$ cat src/rtl/cpuif_pkg.sv
// Package: register indices for the per-CPU interrupt interface.
// Assumes a 3-bit word address on the register bus.
package cpuif_pkg;

    localparam int DATA_W = 32;

    typedef enum logic [2:0] {
        REG_CTRL  = 3'd0,
        REG_PMASK = 3'd1,
        REG_ACK   = 3'd2,
        REG_EOI   = 3'd3,
        REG_RUN   = 3'd4
    } cpuif_reg_e;

endpackage

$ cat src/rtl/cpuif_prio_stack.sv
// Nesting stack of acknowledged interrupts, kept as a shift register.
// Entry 0 is the top. Empty entries hold the idle priority (all ones),
// so the top entry's priority is directly the running priority.
// Assumes push and pop are never requested in the same cycle.
module cpuif_prio_stack #(
    parameter int ID_W   = 10,
    parameter int PRIO_W = 8,
    parameter int DEPTH  = 4,
    localparam int CNT_W = $clog2(DEPTH + 1)
) (
    input  logic              clk,
    input  logic              rst_n,
    input  logic              push,
    input  logic              pop,
    input  logic [ID_W-1:0]   push_id,
    input  logic [PRIO_W-1:0] push_prio,
    output logic [ID_W-1:0]   top_id,
    output logic [PRIO_W-1:0] top_prio,
    output logic              empty,
    output logic              full,
    output logic [CNT_W-1:0]  depth_cnt
);

    logic [ID_W-1:0]   ent_id [DEPTH];
    logic [PRIO_W-1:0] ent_pr [DEPTH];

    // Shift entries down on push, up on pop; refill the bottom with idle.
    always_ff @(posedge clk) begin
        if (!rst_n) begin
            for (int i = 0; i < DEPTH; i++) begin
                ent_id[i] <= '0;
                ent_pr[i] <= '1;
            end
        end else if (push) begin
            ent_id[0] <= push_id;
            ent_pr[0] <= push_prio;
            for (int i = 1; i < DEPTH; i++) begin
                ent_id[i] <= ent_id[i-1];
                ent_pr[i] <= ent_pr[i-1];
            end
        end else if (pop) begin
            for (int i = 0; i < DEPTH - 1; i++) begin
                ent_id[i] <= ent_id[i+1];
                ent_pr[i] <= ent_pr[i+1];
            end
            ent_id[DEPTH-1] <= '0;
            ent_pr[DEPTH-1] <= '1;
        end
    end

    // Occupancy counter.
    always_ff @(posedge clk) begin
        if (!rst_n)
            depth_cnt <= '0;
        else if (push)
            depth_cnt <= depth_cnt + 1'b1;
        else if (pop)
            depth_cnt <= depth_cnt - 1'b1;
    end

    // Top-of-stack view and occupancy flags.
    always_comb begin
        top_id   = ent_id[0];
        top_prio = ent_pr[0];
        empty    = (depth_cnt == '0);
        full     = (depth_cnt == CNT_W'(DEPTH));
    end

endmodule

$ cat src/rtl/cpuif_gate.sv
// Qualification of the distributor's candidate: valid, more urgent than
// both the threshold and the running priority, and room left to nest.
// Purely combinational; lower priority value means more urgent.
module cpuif_gate #(
    parameter int PRIO_W = 8
) (
    input  logic              cand_valid,
    input  logic [PRIO_W-1:0] cand_prio,
    input  logic [PRIO_W-1:0] pmask,
    input  logic [PRIO_W-1:0] run_prio,
    input  logic              stack_full,
    output logic              hit
);

    // Strict comparisons: equal priority never preempts or passes the mask.
    always_comb begin
        hit = cand_valid && (cand_prio < pmask) && (cand_prio < run_prio)
              && !stack_full;
    end

endmodule

$ cat src/rtl/cpuif_regs.sv
// Software-visible control, threshold and read-data register.
// Assumes single-cycle access strobes; read data is registered and held
// until the next read.
module cpuif_regs
    import cpuif_pkg::*;
#(
    parameter int ID_W   = 10,
    parameter int PRIO_W = 8
) (
    input  logic              clk,
    input  logic              rst_n,
    input  logic              bus_valid,
    input  logic              bus_write,
    input  logic [2:0]        bus_addr,
    input  logic [DATA_W-1:0] bus_wdata,
    input  logic              take,
    input  logic [ID_W-1:0]   cand_id,
    input  logic [PRIO_W-1:0] run_prio,
    output logic              ctrl_en,
    output logic [PRIO_W-1:0] pmask,
    output logic [DATA_W-1:0] bus_rdata
);

    localparam logic [ID_W-1:0] SPURIOUS = '1;

    logic [ID_W-1:0] ack_val;

    // Value returned by an acknowledge read.
    always_comb ack_val = take ? cand_id : SPURIOUS;

    // Control and threshold writes.
    always_ff @(posedge clk) begin
        if (!rst_n) begin
            ctrl_en <= 1'b0;
            pmask   <= '0;
        end else if (bus_valid && bus_write) begin
            if (bus_addr == REG_CTRL)  ctrl_en <= bus_wdata[0];
            if (bus_addr == REG_PMASK) pmask   <= bus_wdata[PRIO_W-1:0];
        end
    end

    // Read-data register, loaded on each read strobe.
    always_ff @(posedge clk) begin
        if (!rst_n)
            bus_rdata <= '0;
        else if (bus_valid && !bus_write) begin
            case (bus_addr)
                REG_CTRL:  bus_rdata <= {{(DATA_W-1){1'b0}}, ctrl_en};
                REG_PMASK: bus_rdata <= {{(DATA_W-PRIO_W){1'b0}}, pmask};
                REG_ACK:   bus_rdata <= {{(DATA_W-ID_W){1'b0}}, ack_val};
                REG_RUN:   bus_rdata <= {{(DATA_W-PRIO_W){1'b0}}, run_prio};
                default:   bus_rdata <= '0;
            endcase
        end
    end

endmodule

$ cat src/rtl/cpuif_core.sv
// Per-CPU interrupt interface top. Gates the distributor's candidate with
// the threshold and running priority, drives the request line, and runs
// the acknowledge / completion protocol with a nesting stack.
// Assumes at most one bus access per cycle.
module cpuif_core
    import cpuif_pkg::*;
#(
    parameter int ID_W   = 10,
    parameter int PRIO_W = 8,
    parameter int DEPTH  = 4
) (
    input  logic              clk,
    input  logic              rst_n,
    input  logic              bus_valid,
    input  logic              bus_write,
    input  logic [2:0]        bus_addr,
    input  logic [31:0]       bus_wdata,
    output logic [31:0]       bus_rdata,
    input  logic              cand_valid,
    input  logic [ID_W-1:0]   cand_id,
    input  logic [PRIO_W-1:0] cand_prio,
    output logic              irq_out,
    output logic              act_set,
    output logic              act_clr,
    output logic [ID_W-1:0]   act_id
);

    localparam int CNT_W = $clog2(DEPTH + 1);

    logic              ctrl_en;
    logic [PRIO_W-1:0] pmask;
    logic [PRIO_W-1:0] run_prio;
    logic [ID_W-1:0]   top_id;
    logic              st_empty, st_full;
    logic [CNT_W-1:0]  depth_cnt;
    logic              hit, rd_ack, wr_eoi, take, eoi_ok;

    // Decode the acknowledge and completion strobes.
    always_comb begin
        rd_ack = bus_valid && !bus_write && (bus_addr == REG_ACK);
        wr_eoi = bus_valid &&  bus_write && (bus_addr == REG_EOI);
        take   = rd_ack && hit;
        eoi_ok = wr_eoi && !st_empty && (bus_wdata[ID_W-1:0] == top_id);
    end

    cpuif_gate #(.PRIO_W(PRIO_W)) u_gate (
        .cand_valid (cand_valid),
        .cand_prio  (cand_prio),
        .pmask      (pmask),
        .run_prio   (run_prio),
        .stack_full (st_full),
        .hit        (hit)
    );

    cpuif_prio_stack #(.ID_W(ID_W), .PRIO_W(PRIO_W), .DEPTH(DEPTH)) u_stack (
        .clk       (clk),
        .rst_n     (rst_n),
        .push      (take),
        .pop       (eoi_ok),
        .push_id   (cand_id),
        .push_prio (cand_prio),
        .top_id    (top_id),
        .top_prio  (run_prio),
        .empty     (st_empty),
        .full      (st_full),
        .depth_cnt (depth_cnt)
    );

    cpuif_regs #(.ID_W(ID_W), .PRIO_W(PRIO_W)) u_regs (
        .clk       (clk),
        .rst_n     (rst_n),
        .bus_valid (bus_valid),
        .bus_write (bus_write),
        .bus_addr  (bus_addr),
        .bus_wdata (bus_wdata),
        .take      (take),
        .cand_id   (cand_id),
        .run_prio  (run_prio),
        .ctrl_en   (ctrl_en),
        .pmask     (pmask),
        .bus_rdata (bus_rdata)
    );

    // Registered request line and distributor sideband pulses.
    always_ff @(posedge clk) begin
        if (!rst_n) begin
            irq_out <= 1'b0;
            act_set <= 1'b0;
            act_clr <= 1'b0;
            act_id  <= '0;
        end else begin
            irq_out <= ctrl_en && hit;
            act_set <= take;
            act_clr <= eoi_ok;
            if (take)        act_id <= cand_id;
            else if (eoi_ok) act_id <= top_id;
        end
    end

endmodule

$ cat config.mk
export PLATFORM = sky130hd
export DESIGN_NAME = cpuif_core
export DESIGN_NICKNAME = d
export VERILOG_FILES = /design/src/rtl/cpuif_pkg.sv /design/src/rtl/cpuif_prio_stack.sv /design/src/rtl/cpuif_gate.sv /design/src/rtl/cpuif_regs.sv /design/src/rtl/cpuif_core.sv
export SDC_FILE = /design/constraint.sdc
export NUM_CORES = 1
export LEC_CHECK = 0
export BUFFER_PORTS_ARGS = -buffer_cell sky130_fd_sc_hd__buf_2
export CAP_MARGIN = 20
export CELL_PAD_IN_SITES_DETAIL_PLACEMENT = 2
export CELL_PAD_IN_SITES_GLOBAL_PLACEMENT = 2
export CORE_UTILIZATION = 34
export CTS_CLUSTER_DIAMETER = 30
export DETAILED_ROUTE_END_ITERATION = 7
export PLACE_DENSITY_LB_ADDON = 0.08
export SYNTH_ARGS = -nofsm -noshare
export SYNTH_HDL_FRONTEND = slang
export SYNTH_HIERARCHICAL = 1
export SYNTH_SLANG_ARGS = --single-unit
$ cat constraint.sdc
create_clock -name clk -period 4 [get_ports clk]
set_input_delay 0.2 -clock clk [delete_from_list [all_inputs] [get_ports clk]]
set_output_delay 0.2 -clock clk [all_outputs]
set_load 0.01 [all_outputs]
Word level (Yosys, flattened, before mapping). Memory sizes are Yosys's and may differ from the RTL's. Cells that the tools add are included.

Bits in registers: 57. Bits in writable memories: 72. Output and inout port bits: 45. Word-level logic and storage cells: 85. Memories: 2.

Memories: u_stack.ent_id (depth 4, bits a word 10, rd ports 4, clocked after Yosys merged registers in 0, write ports 4, RTL line cpuif_prio_stack.sv:24) `logic [ID_W-1:0] ent_id [DEPTH];`; u_stack.ent_pr (depth 4, bits a word 8, rd ports 4, clocked after Yosys merged registers in 0, write ports 4, RTL line cpuif_prio_stack.sv:25) `logic [PRIO_W-1:0] ent_pr [DEPTH];`.

$add $sub $neg: 2. Order comparisons: 2. Equality and inequality tests: 6. Muxes and demuxes: 30. Bitwise logic cells: 16. Reductions and logical operators: 19.

Operators with widths (count): $mux W10 (11); $mux W8 (8); $pmux W10 S4 (1); $lt A8 B8 Y1 (2); $or A1 B1 Y1 (16); $logic_and A1 B1 Y1 (11); $eq A10 B10 Y1 (1); $mux W1 (8); $eq A3 B2 Y1 const B (2); $eq A3 B3 Y1 const B (2); $logic_not A3 Y1 (2); $mux W3 (2); $reduce_and A2 Y1 (2); $add A3 B1 Y3 const B (1); $eq A3 B1 Y1 const B (1); $logic_not A1 Y1 (3); $sub A3 B1 Y3 const B (1); $reduce_bool A2 Y1 (1).

Depth between registers and ports, before layout. Gate-level depths: netlist of run 1.

Depth after elaboration: 10. Gate-level depth with buffers: 15. Gate-level depth less buffers: 13.

Modules after synthesis. Netlist of run 1, hierarchy kept.

Modules (own cells, without submodules): cpuif_prio_stack (times used 1, cells each 371, area an instance 3554.7 um^2, seq. area each 2042.0 um^2); cpuif_regs (times used 1, cells each 127, area an instance 1207.4 um^2, seq. area each 380.4 um^2); cpuif_core (times used 1, cells each 87, area an instance 728.2 um^2, seq. area each 260.2 um^2); cpuif_gate (times used 1, cells each 50, area an instance 370.4 um^2, seq. area each 0.0 um^2).

Worst setup path before layout of run 1. OpenSTA, ideal clock, no wires.

Path type: register to register. Start: register u_regs.pmask[7]. End: register u_stack.depth_cnt[2]. Setup time: 0.115 ns. Arrival time: 3.223 ns. Data required time: 3.885 ns. Path slack: 0.662 ns. Stages on the path, launching flop included: 16. Path buffers: 2. Period minus slack after synthesis: 3.338 ns. Cells stage by stage: dfxtp_1 -> inv_1 -> ha_1 -> a22oi_1 -> nand4_1 -> a211oi_2 -> o31a_1 -> nor3b_1 -> and2_1 -> buf_6 -> inv_1 -> buf_2 -> fa_1 -> or3b_1 -> and3_1 -> o21a_1.

Word-level cells in the longest chain between the ends: 6.

RTL lines: from (decl) (RTL line cpuif_regs.sv:20) `output logic [PRIO_W-1:0] pmask,`; from (signal assigned) (RTL line cpuif_regs.sv:38) `if (bus_addr == REG_PMASK) pmask <= bus_wdata[PRIO_W-1:0];`; $lt A8 B8 Y1 * (RTL line cpuif_gate.sv:17) `hit = cand_valid && (cand_prio < pmask) && (cand_prio < run_prio)`; $logic_and A1 B1 Y1 * (2 in series) (RTL line cpuif_gate.sv:17); $logic_and A1 B1 Y1 * (RTL line cpuif_gate.sv:18) `&& !stack_full;`; net hit (RTL line cpuif_core.sv:36) `logic hit, rd_ack, wr_eoi, take, eoi_ok;`; $logic_and A1 B1 Y1 * (RTL line cpuif_core.sv:42) `take = rd_ack && hit;`; net take (RTL line cpuif_core.sv:36); $mux W3 / $reduce_bool A2 Y1 (equally long branches); to (signal assigned) (RTL line cpuif_prio_stack.sv:56) `depth_cnt <= depth_cnt + 1'b1;`; to (signal assigned) (RTL line cpuif_prio_stack.sv:58) `depth_cnt <= depth_cnt - 1'b1;`; to (decl) (RTL line cpuif_prio_stack.sv:21) `output logic [CNT_W-1:0] depth_cnt`.

The timed path passes the listed nets; every way through them passes the cells marked *. A chain may end at the register's enable or synchronous reset.

==> results of run 1 <==
==> sequential cells by signal, summed over array words and instances (netlist names), 3 cells and up <==
| signal | flops |
|---|---|
| u_stack/ent_id | 40 |
| u_stack/ent_pr | 32 |
| act_id | 10 |
| u_regs/bus_rdata | 10 |
| u_regs/pmask | 8 |
| u_stack/depth_cnt | 3 |
==> per-stage QoR <==
| step | power, mW | setup WS [ns] | hold slack [ns] |
|---|---|---|---|
| after global placement | 1.36 | 0.526 | 0.452 |
| after global routing | 2.33 | 0.123 | 0.121 |
| after detailed placement | 1.36 | 0.395 | 0.463 |
| after CTS | 2.27 | 0.372 | 0.102 |
| final | 2.25 | 0.393 | 0.112 |
| after floorplan | 1.31 | 0.662 | 0.322 |
==> kinds of logic (layout without fill, tap and decap cells) <==
kind of cell	after synthesis	after routing	synth area share
AOI/OAI and AO/OA	132	132	0.140
xor gates and xnor gates	11	11	0.0164
adders and majority gates	16	16	0.0352
buffers and inverters	83	104	0.0779
DFF	107	107	0.458
muxes	10	10	0.0171
other	1	22	0.000640
and+or+nand+nor	275	275	0.255
==> synthesized netlist by cell type (all sizes together) (2+ instances only) <==
master   instances  area [sq um]
and2            34           213
nand2b           5          31.3
edfxtp          54          1620
nor3b           39           303
nor2b           23           166
inv             16          60.1
nor3            10          50.1
a211oi           2          20.0
and3b            2          17.5
nand2           97           364
o2111ai          2          17.5
nand4           10          62.6
a22oi            9          67.6
nand3            2          10.0
o311ai          10          87.6
o211ai          10          75.1
mux2i           10           100
nor2            41           170
dfxtp           53          1060
and3             3          18.8
xnor2           11          96.3
buf             45           314
clkbuf          22          82.6
a22o             8          73.8
o22ai            2          12.5
ha              14           175
a21boi           4          30.0
or2b             3          22.5
a21oi           11          55.1
o21ai           70           350
==> path summary, 6_finish.rpt <==
kind | to | slack, ns | depth (start not counted)
min reg2reg | u_regs/bus_rdata[8] | 0.47 | 2
min | act_id[5] | 0.11 | 3
max | u_stack/ent_id[2][4] | 0.39 | 12
max reg2reg | u_stack/ent_id[2][4] | 0.39 | 12
==> area by class of cell <==
class	count	area (sq um)	share of cell area
clock inverter	5	56.3	0.00865
timing repair buffer	72	395	0.0607
clock buffer	11	233	0.0357
multi-input combinational	466	2810	0.431
inverter	16	60.1	0.00922
tap	220	275	0.0423
sequential	107	2680	0.412
==> cell usage in the layout (no fill, tap or decap), types with 20 or more instances in the layout <==
master / Yosys / routed
nor3b_1: 37 / 37
nand2_1: 97 / 97
conb_1: 1 / 22
nor2b_1: 20 / 20
buf_2: 17 / 58
dfxtp_1: 53 / 53
nor2_1: 40 / 40
o21ai_0: 70 / 70
edfxtp_1: 54 / 54
and2_1: 34 / 33
==> per-layer routing <==
layer  global-route usage  share of wire  wire length, um
met5                    0              0                0
met1                0.263           0.47             8200
met2                0.339           0.48             8350
met4               0.0568          0.012              213
met3               0.0274          0.031              532
==> power groups by stage <==
stage	clock network (mW)	logic [mW]	registers, mW
after floorplan	0	0.111	1.20
after global placement	0	0.158	1.20
after detailed placement	0	0.162	1.20
after CTS	0.931	0.163	1.18
after global routing	0.970	0.177	1.18
final	0.910	0.162	1.18
==> worst min-delay path, stage by stage <==
cell and delay (ns):
buf_2 0.10, nand2_1 0.06, o211ai_1 0.07
==> impl_metrics.json, run 1 <==
{
  "outcome": "complete, no violations",
  "critical_path_required_ns": 4.11,
  "cts_resized": 0,
  "layout-drive-gt1-share": 0.148,
  "cp.arrival_ns": 3.72,
  "drtIter0Drc": 278,
  "synth_edf_count": 54,
  "firstDrtPassIters": 4,
  "synth.avg_cell_area_sq_um": 9.23,
  "overflow": 0,
  "period_share": 0.902,
  "reg2reg_from": "u_regs/pmask[7]",
  "cts-htree-levels": 3,
  "crit_start": "u_regs/pmask[7]",
  "clk_pin_slew_worst_paths_ns": 0.07,
  "path_class": "flop to flop",
  "cellPowerDensity_mw_per_mm2": 345,
  "worstHoldStart": "cand_id[5]",
  "placed_cells": 881,
  "yosysSeqAreaShare": 0.458,
  "peakVddDrop_mv": 0.194,
  "async_flop_share": 0,
  "cts.sinks": 107,
  "dpl_cell_area_sq_mm": 0.00622,
  "cts_tree": "yes",
  "report.final.slew_viol_count": 0,
  "clock-root-buffer": "clkbuf_16",
  "fp.dieArea_sq_mm": 0.0178,
  "pin_count": 103,
  "cts_buffers": 9,
  "die_h_um": 133,
  "grt_max_degree": 64,
  "tightest_slew_ns": 0.850,
  "rsz0062_at_grt": "no",
  "ys_ff_latch": 107,
  "finalSetupTns_ns": 0,
  "crit_top_cell": "buf_4",
  "hold_viol_final": 0,
  "max-slew-margin-rel": 0.431,
  "skew_ns": 0.0127,
  "synth_cell_types": 50,
  "pwr-share-comb": 0.072,
  "viasPerCell": 5.26,
  "grt_pass1_wl_um": 27400,
  "path_cells": "inv_1 > ha_1 > a22oi_1 > nand4_1 > a211oi_2 > o31a_1 > nor3b_1 > and2_4 > buf_4 > buf_4 > o21ai_0 > and2_1",
  "clockPowerShare": 0.405,
  "ctsHoldBuffers": 0,
  "slowest_stage": "buf_4",
  "power_switching_mw": 0.543,
  "numPortBuffers": 58,
  "core-area_sq_mm": 0.0167,
  "startpoint_type": "flop",
  "clkLatencyLatePin_ns": 0.36,
  "yosys_warnings": 6,
  "setup_viol": 0,
  "grt_pass1_vias": 4962,
  "switching_share": 0.242,
  "die_w_um": 133,
  "total_leakage_power_nw": 2.27,
  "fin_cells": 897,
  "max_cap_viol_count": 0,
  "synth_cells": 635,
  "crit_family": "simple AND/OR/NAND/NOR gates",
  "final_nets": 745,
  "postCtsSetupRepairBufs": 0,
  "critPathBufInv": 3,
  "antenna_cells": 0,
  "min_path_type": "input port to flop",
  "power_frac_seq": 0.523,
  "area_growth_pct": 11.1,
  "clock_path_buffers": 2,
  "clock.fmax_ghz": 0.277,
  "start_util": 0.351,
  "ys.flop_type": "edfxtp_1",
  "antenna_left": 0,
  "cp_max_fo": 63,
  "final_core_util": 0.390,
  "fin_crit_ns": 3.61,
  "detailed_place_hpwl_um": 12500,
  "drc_errors": 0,
  "design_area_sq_mm": 0.00651,
  "vias": 4714,
  "netlist_area_sq_mm": 0.00586,
  "totalWireLength_um": 17300,
  "cell_internal_pwr_mw": 1.71,
  "cpPeakStageDelay_ns": 0.51,
  "rows": 47,
  "worst_setup_path_end_kind": "flop",
  "gp_congestion": 0.802,
  "antenna_found_initial": 0,
  "n_fill_cell": 1875,
  "grt_use_total": 0.199,
  "wl_per_cell_um": 19.3
}
No activity file was read; power rests on OpenSTA's default activity.
==> inputs of run 2 (changes only) <==
- CORE_ASPECT_RATIO: not set -> 0.5
==> impl_metrics.json, run 2 (synthesized netlist as in run 1, its figures left out) <==
{
  "fin_crit_ns": 3.53,
  "antenna_found_initial": 0,
  "gp_congestion": 0.803,
  "overflow": 0,
  "met3_usage": 0.0334,
  "layout-drive-gt1-share": 0.144,
  "grt_pass1_wl_um": 27400,
  "grt_pass1_vias": 4601,
  "grt_use_met1": 0.314,
  "startpoint_type": "flop",
  "cts.sinks": 107,
  "clock-root-buffer": "clkbuf_16",
  "drtIter0Drc": 329,
  "hold_viol_final": 0,
  "grt-busiest-layer": "met1",
  "grt_use_total": 0.205,
  "antenna_cells": 0,
  "final_common_cell": "nand2_1",
  "largest_reg_flops": 40,
  "drc_errors": 0,
  "pin_count": 103,
  "detailed_place_hpwl_um": 12500,
  "peakVddDrop_mv": 0.202,
  "final_cell_mix": "nand2_1, o21ai_0, buf_2",
  "tightest_slew_ns": 0.860,
  "finalSetupTns_ns": 0,
  "cts_buffers": 9,
  "reg2reg_from": "u_stack/ent_pr[0][7]",
  "die_h_um": 94.8,
  "wl_per_cell_um": 19.5,
  "period_share": 0.884,
  "antenna_left": 0,
  "totalWireLength_um": 17500,
  "cellPowerDensity_mw_per_mm2": 346,
  "outcome": "complete, no violations",
  "worst_setup_path_end_kind": "flop",
  "core-area_sq_mm": 0.0166,
  "path_class": "flop to flop",
  "hold_slack_ns": 0.122,
  "finalPower_mw": 2.25,
  "area_growth_pct": 11.0,
  "fp.dieArea_sq_mm": 0.0178,
  "rows": 33,
  "start_util": 0.353,
  "total_leakage_power_nw": 2.25,
  "firstDrtPassIters": 4,
  "grt_max_degree": 114,
  "reg_top3": "u_stack/ent_id: 40 flops, u_stack/ent_pr: 32 flops",
  "numPortBuffers": 58,
  "top_register": "u_stack/ent_id",
  "critical_path_required_ns": 4.25,
  "max-slew-margin-rel": 0.424,
  "cts_tree": "yes",
  "die_w_um": 188,
  "skew_ns": 0.0149,
  "pre_cts_slack_ns": 0.501,
  "rsz0062_at_grt": "no",
  "dpl_cell_area_sq_mm": 0.00621,
  "vias": 4613,
  "cts_resized": 0,
  "crit_start": "u_stack/ent_pr[0][7]",
  "report.final.slew_viol_count": 0,
  "clk_pin_slew_worst_paths_ns": 0.08,
  "design_area_sq_mm": 0.00650,
  "postCtsSetupRepairBufs": 0,
  "worstHoldStart": "cand_id[4]",
  "clock.fmax_ghz": 0.283,
  "cp.arrival_ns": 3.79,
  "clkLatencyLatePin_ns": 0.36,
  "setup_viol": 0,
  "grt_util_met2": 0.299,
  "layout_setup_ws_ns": 0.465,
  "min_path_type": "input port to flop",
  "max_cap_viol_count": 0,
  "ctsHoldBuffers": 0,
  "final_nets": 740,
  "clock_path_buffers": 2,
  "viasPerCell": 5.13,
  "cts-htree-levels": 3,
  "cp_max_fo": 12
}
==> run 2: changes by cell type in the layout (fill, tap and decap cells not counted), sizes merged <==
cell,delta
buf,-5
inv,+4
bufinv,-1
clkbuf,-1
clkinv,-2
==> run 2: worst max-delay path, stage by stage (launching register included) <==
cell      delay [ns]
edfxtp_1        0.42
inv_1           0.06
ha_1            0.19
nor4b_2         0.27
nand4_1         0.15
a211oi_2        0.25
o31a_1          0.25
nor3b_1         0.34
and2_4          0.29
inv_1           0.09
fa_1            0.39
or3b_1          0.38
and3_1          0.17
o21a_1          0.17
==> run 2: path summary, 6_finish.rpt <==
path,end,slack [ns],cells after the start
worst min-delay path,act_id[4],0.12,3
worst min register to register,u_regs/bus_rdata[8],0.46,2
worst max register to register,u_stack/depth_cnt[2],0.47,13
worst max-delay path,u_stack/depth_cnt[2],0.47,13
==> run 2: where the power goes <==
part / total [mW] / leakage, nW / switching [mW] / internal (mW)
clock network: 0.908 / 0.144 / 0.464 / 0.444
logic: 0.164 / 1.21 / 0.109 / 0.0544
registers: 1.18 / 0.902 / 0.0153 / 1.16
==> run 2: cell type report <==
class / count / area [sq um]
multi-input cells: 466 / 2810
well taps: 227 / 284
clock inverters: 6 / 67.6
clock buffers: 10 / 229
repair buffers: 67 / 370
fillers: 1884 / 10100
flip-flops and latches: 107 / 2680
inverters: 16 / 60.1
==> run 2: routing by layer <==
layer,vias up,part of all wire
met1,2289,0.55
met2,81,0.41
met5,-,0
met3,10,0.030
li1,2233,-
met4,0,0.0064
==> run 2: metrics by stage <==
stage,std cells,util
after floorplan,656,-
after global placement,883,0.374
after detailed placement,883,0.374
after CTS,899,0.392
after global routing,899,0.392
final,899,0.392
==> inputs of run 3 (changes only) <==
- RECOVER_POWER: not set -> 50
==> impl_metrics.json, run 3 (synthesized netlist as in run 1, its figures left out) <==
{
  "outcome": "complete, but fails checks",
  "violations": "capacitance limit, slew limit",
  "drc_errors": 0,
  "detailed_place_hpwl_um": 12500,
  "tightest_slew_ns": 1.58,
  "cellPowerDensity_mw_per_mm2": 349,
  "worstReg2RegEnd": "u_stack/depth_cnt[2]",
  "vias": 4617,
  "cts.sinks": 107,
  "cts_tree": "yes",
  "top_register": "u_stack/ent_id",
  "postCtsSetupRepairBufs": 0,
  "report.final.slew_viol_count": 9,
  "numPortBuffers": 58,
  "antenna_left": 0,
  "cp_max_fo": 12,
  "layout_setup_ws_ns": 0.406,
  "setup_viol": 0,
  "grt_pass1_vias": 4601,
  "placed_cells": 883,
  "hold_end": "act_id[0]",
  "antenna_found_initial": 0,
  "pin_count": 103,
  "reg2reg_from": "u_stack/ent_pr[0][7]",
  "switching_share": 0.262,
  "grt_max_degree": 114,
  "min_path_type": "input port to flop",
  "grt_use_total": 0.205,
  "largest_reg_flops": 40,
  "skew_ns": 0.0152,
  "pre_cts_slack_ns": 0.501,
  "holdPathStages": 3,
  "n_fill_cell": 1880,
  "power_switching_mw": 0.588,
  "path_class": "flop to flop",
  "reg_top3": "u_stack/ent_id: 40 flops, u_stack/ent_pr: 32 flops",
  "grt_pass1_wl_um": 27400,
  "fin_crit_ns": 3.59,
  "antenna_cells": 0,
  "clock-root-buffer": "clkbuf_16",
  "cell_internal_pwr_mw": 1.66,
  "cts_resized": 0,
  "cts-htree-levels": 3,
  "startpoint_type": "flop",
  "cts_buffers": 9,
  "peakVddDrop_mv": 0.203,
  "multi_input_area_sq_mm": 0.00279,
  "pwr-share-comb": 0.072,
  "total_leakage_power_nw": 2.13,
  "area_growth_pct": 9.93,
  "clockPowerShare": 0.404,
  "totalWireLength_um": 17600,
  "ctsHoldBuffers": 0,
  "worst_setup_path_end_kind": "flop",
  "gp_congestion": 0.803,
  "clock_path_buffers": 2,
  "wl_per_cell_um": 19.6,
  "power_frac_seq": 0.524,
  "max_cap_viol_count": 1,
  "clkLatencyLatePin_ns": 0.36,
  "final_common_cell": "nand2_1",
  "worstHoldStart": "cand_id[0]",
  "start_util": 0.353,
  "max-slew-margin-rel": -0.0530,
  "finalPower_mw": 2.25,
  "die_h_um": 94.8,
  "period_share": 0.898,
  "rows": 33,
  "fp.dieArea_sq_mm": 0.0178,
  "layout-drive-gt1-share": 0.104,
  "hold_slack_ns": 0.122,
  "die_w_um": 188,
  "rsz0062_at_grt": "no",
  "seqCellArea_sq_mm": 0.00268,
  "reg2reg_slack_ns": 0.41,
  "final_cell_mix": "nand2_1, o21ai_0, edfxtp_1",
  "finalSetupTns_ns": 0,
  "viasPerCell": 5.14,
  "fin_cells": 899,
  "core-area_sq_mm": 0.0166,
  "overflow": 0,
  "drtIter0Drc": 347,
  "clk_pin_slew_worst_paths_ns": 0.08,
  "hold_viol_final": 0,
  "r2r_cells": 13,
  "final_nets": 740,
  "firstDrtPassIters": 4,
  "clock.fmax_ghz": 0.278,
  "cp.arrival_ns": 3.85,
  "critical_path_required_ns": 4.25
}
run 3: cell count changes in the layout (fill, tap and decap cells not counted), sizes merged:
cell / change
buf: -27
clkbuf: +27
run 3: worst max-delay path, cell delays in order, from the launching register on:
cell and delay, ns:
edfxtp_1 0.43, inv_1 0.06, ha_1 0.19, nor4b_2 0.27, nand4_1 0.13, a211oi_1 0.30, o31a_1 0.27, nor3b_1 0.35
and2_4 0.30, inv_1 0.09, fa_1 0.39, or3b_1 0.38, and3_1 0.17, o21a_1 0.17
run 3: power groups by stage:
| stage | Combinational (mW) | Clock (mW) | Sequential (mW) |
|---|---|---|---|
| 2_1_floorplan | 0.111 | 0 | 1.20 |
| 3_3_place_gp | 0.161 | 0 | 1.20 |
| 3_5_place_dp | 0.165 | 0 | 1.20 |
| 4_1_cts | 0.165 | 0.930 | 1.18 |
| 5_1_grt | 0.179 | 0.962 | 1.18 |
| 6_report | 0.161 | 0.908 | 1.18 |
run 3: worst max path at each step:
stage,slack (ns),to,startpoint
6_report,0.41,u_stack/depth_cnt[2],u_stack/ent_pr[0][7]
5_1_grt,0.17,u_stack/depth_cnt[2],u_regs/pmask[7]
4_1_cts,0.46,u_stack/depth_cnt[2],u_stack/ent_pr[0][7]
3_5_place_dp,0.50,u_stack/depth_cnt[2],u_stack/ent_pr[0][7]
3_3_place_gp,0.63,u_stack/depth_cnt[2],u_regs/pmask[7]
2_1_floorplan,0.66,u_stack/depth_cnt[2],u_regs/pmask[7]
run 3: area by class of cell:
| class | count | area share |
|---|---|---|
| Multi-Input combinational cell | 466 | 0.433 |
| Sequential cell | 107 | 0.416 |
| Clock inverter | 6 | 0.0105 |
| Timing Repair Buffer | 67 | 0.0517 |
| Inverter | 16 | 0.00932 |
| Clock buffer | 10 | 0.0355 |
| Tap cell | 227 | 0.0441 |
run 3: stage by stage:
stage	util	instance area, sq um
after detailed placement	0.374	6210
after global routing	0.388	6440
final	0.388	6440
after CTS	0.392	6500
after global placement	0.374	6210
after floorplan	-	5940
run 3: metal layers:
| metal | vias to the layer above | share of wire | global-route usage |
|---|---|---|---|
| met2 | 86 | 0.41 | 0.299 |
| met1 | 2290 | 0.55 | 0.314 |
| li1 | 2230 | - | - |
| met4 | 0 | 0.0065 | 0.0366 |
| met3 | 11 | 0.034 | 0.0334 |
| met5 | - | 0 | 0 |
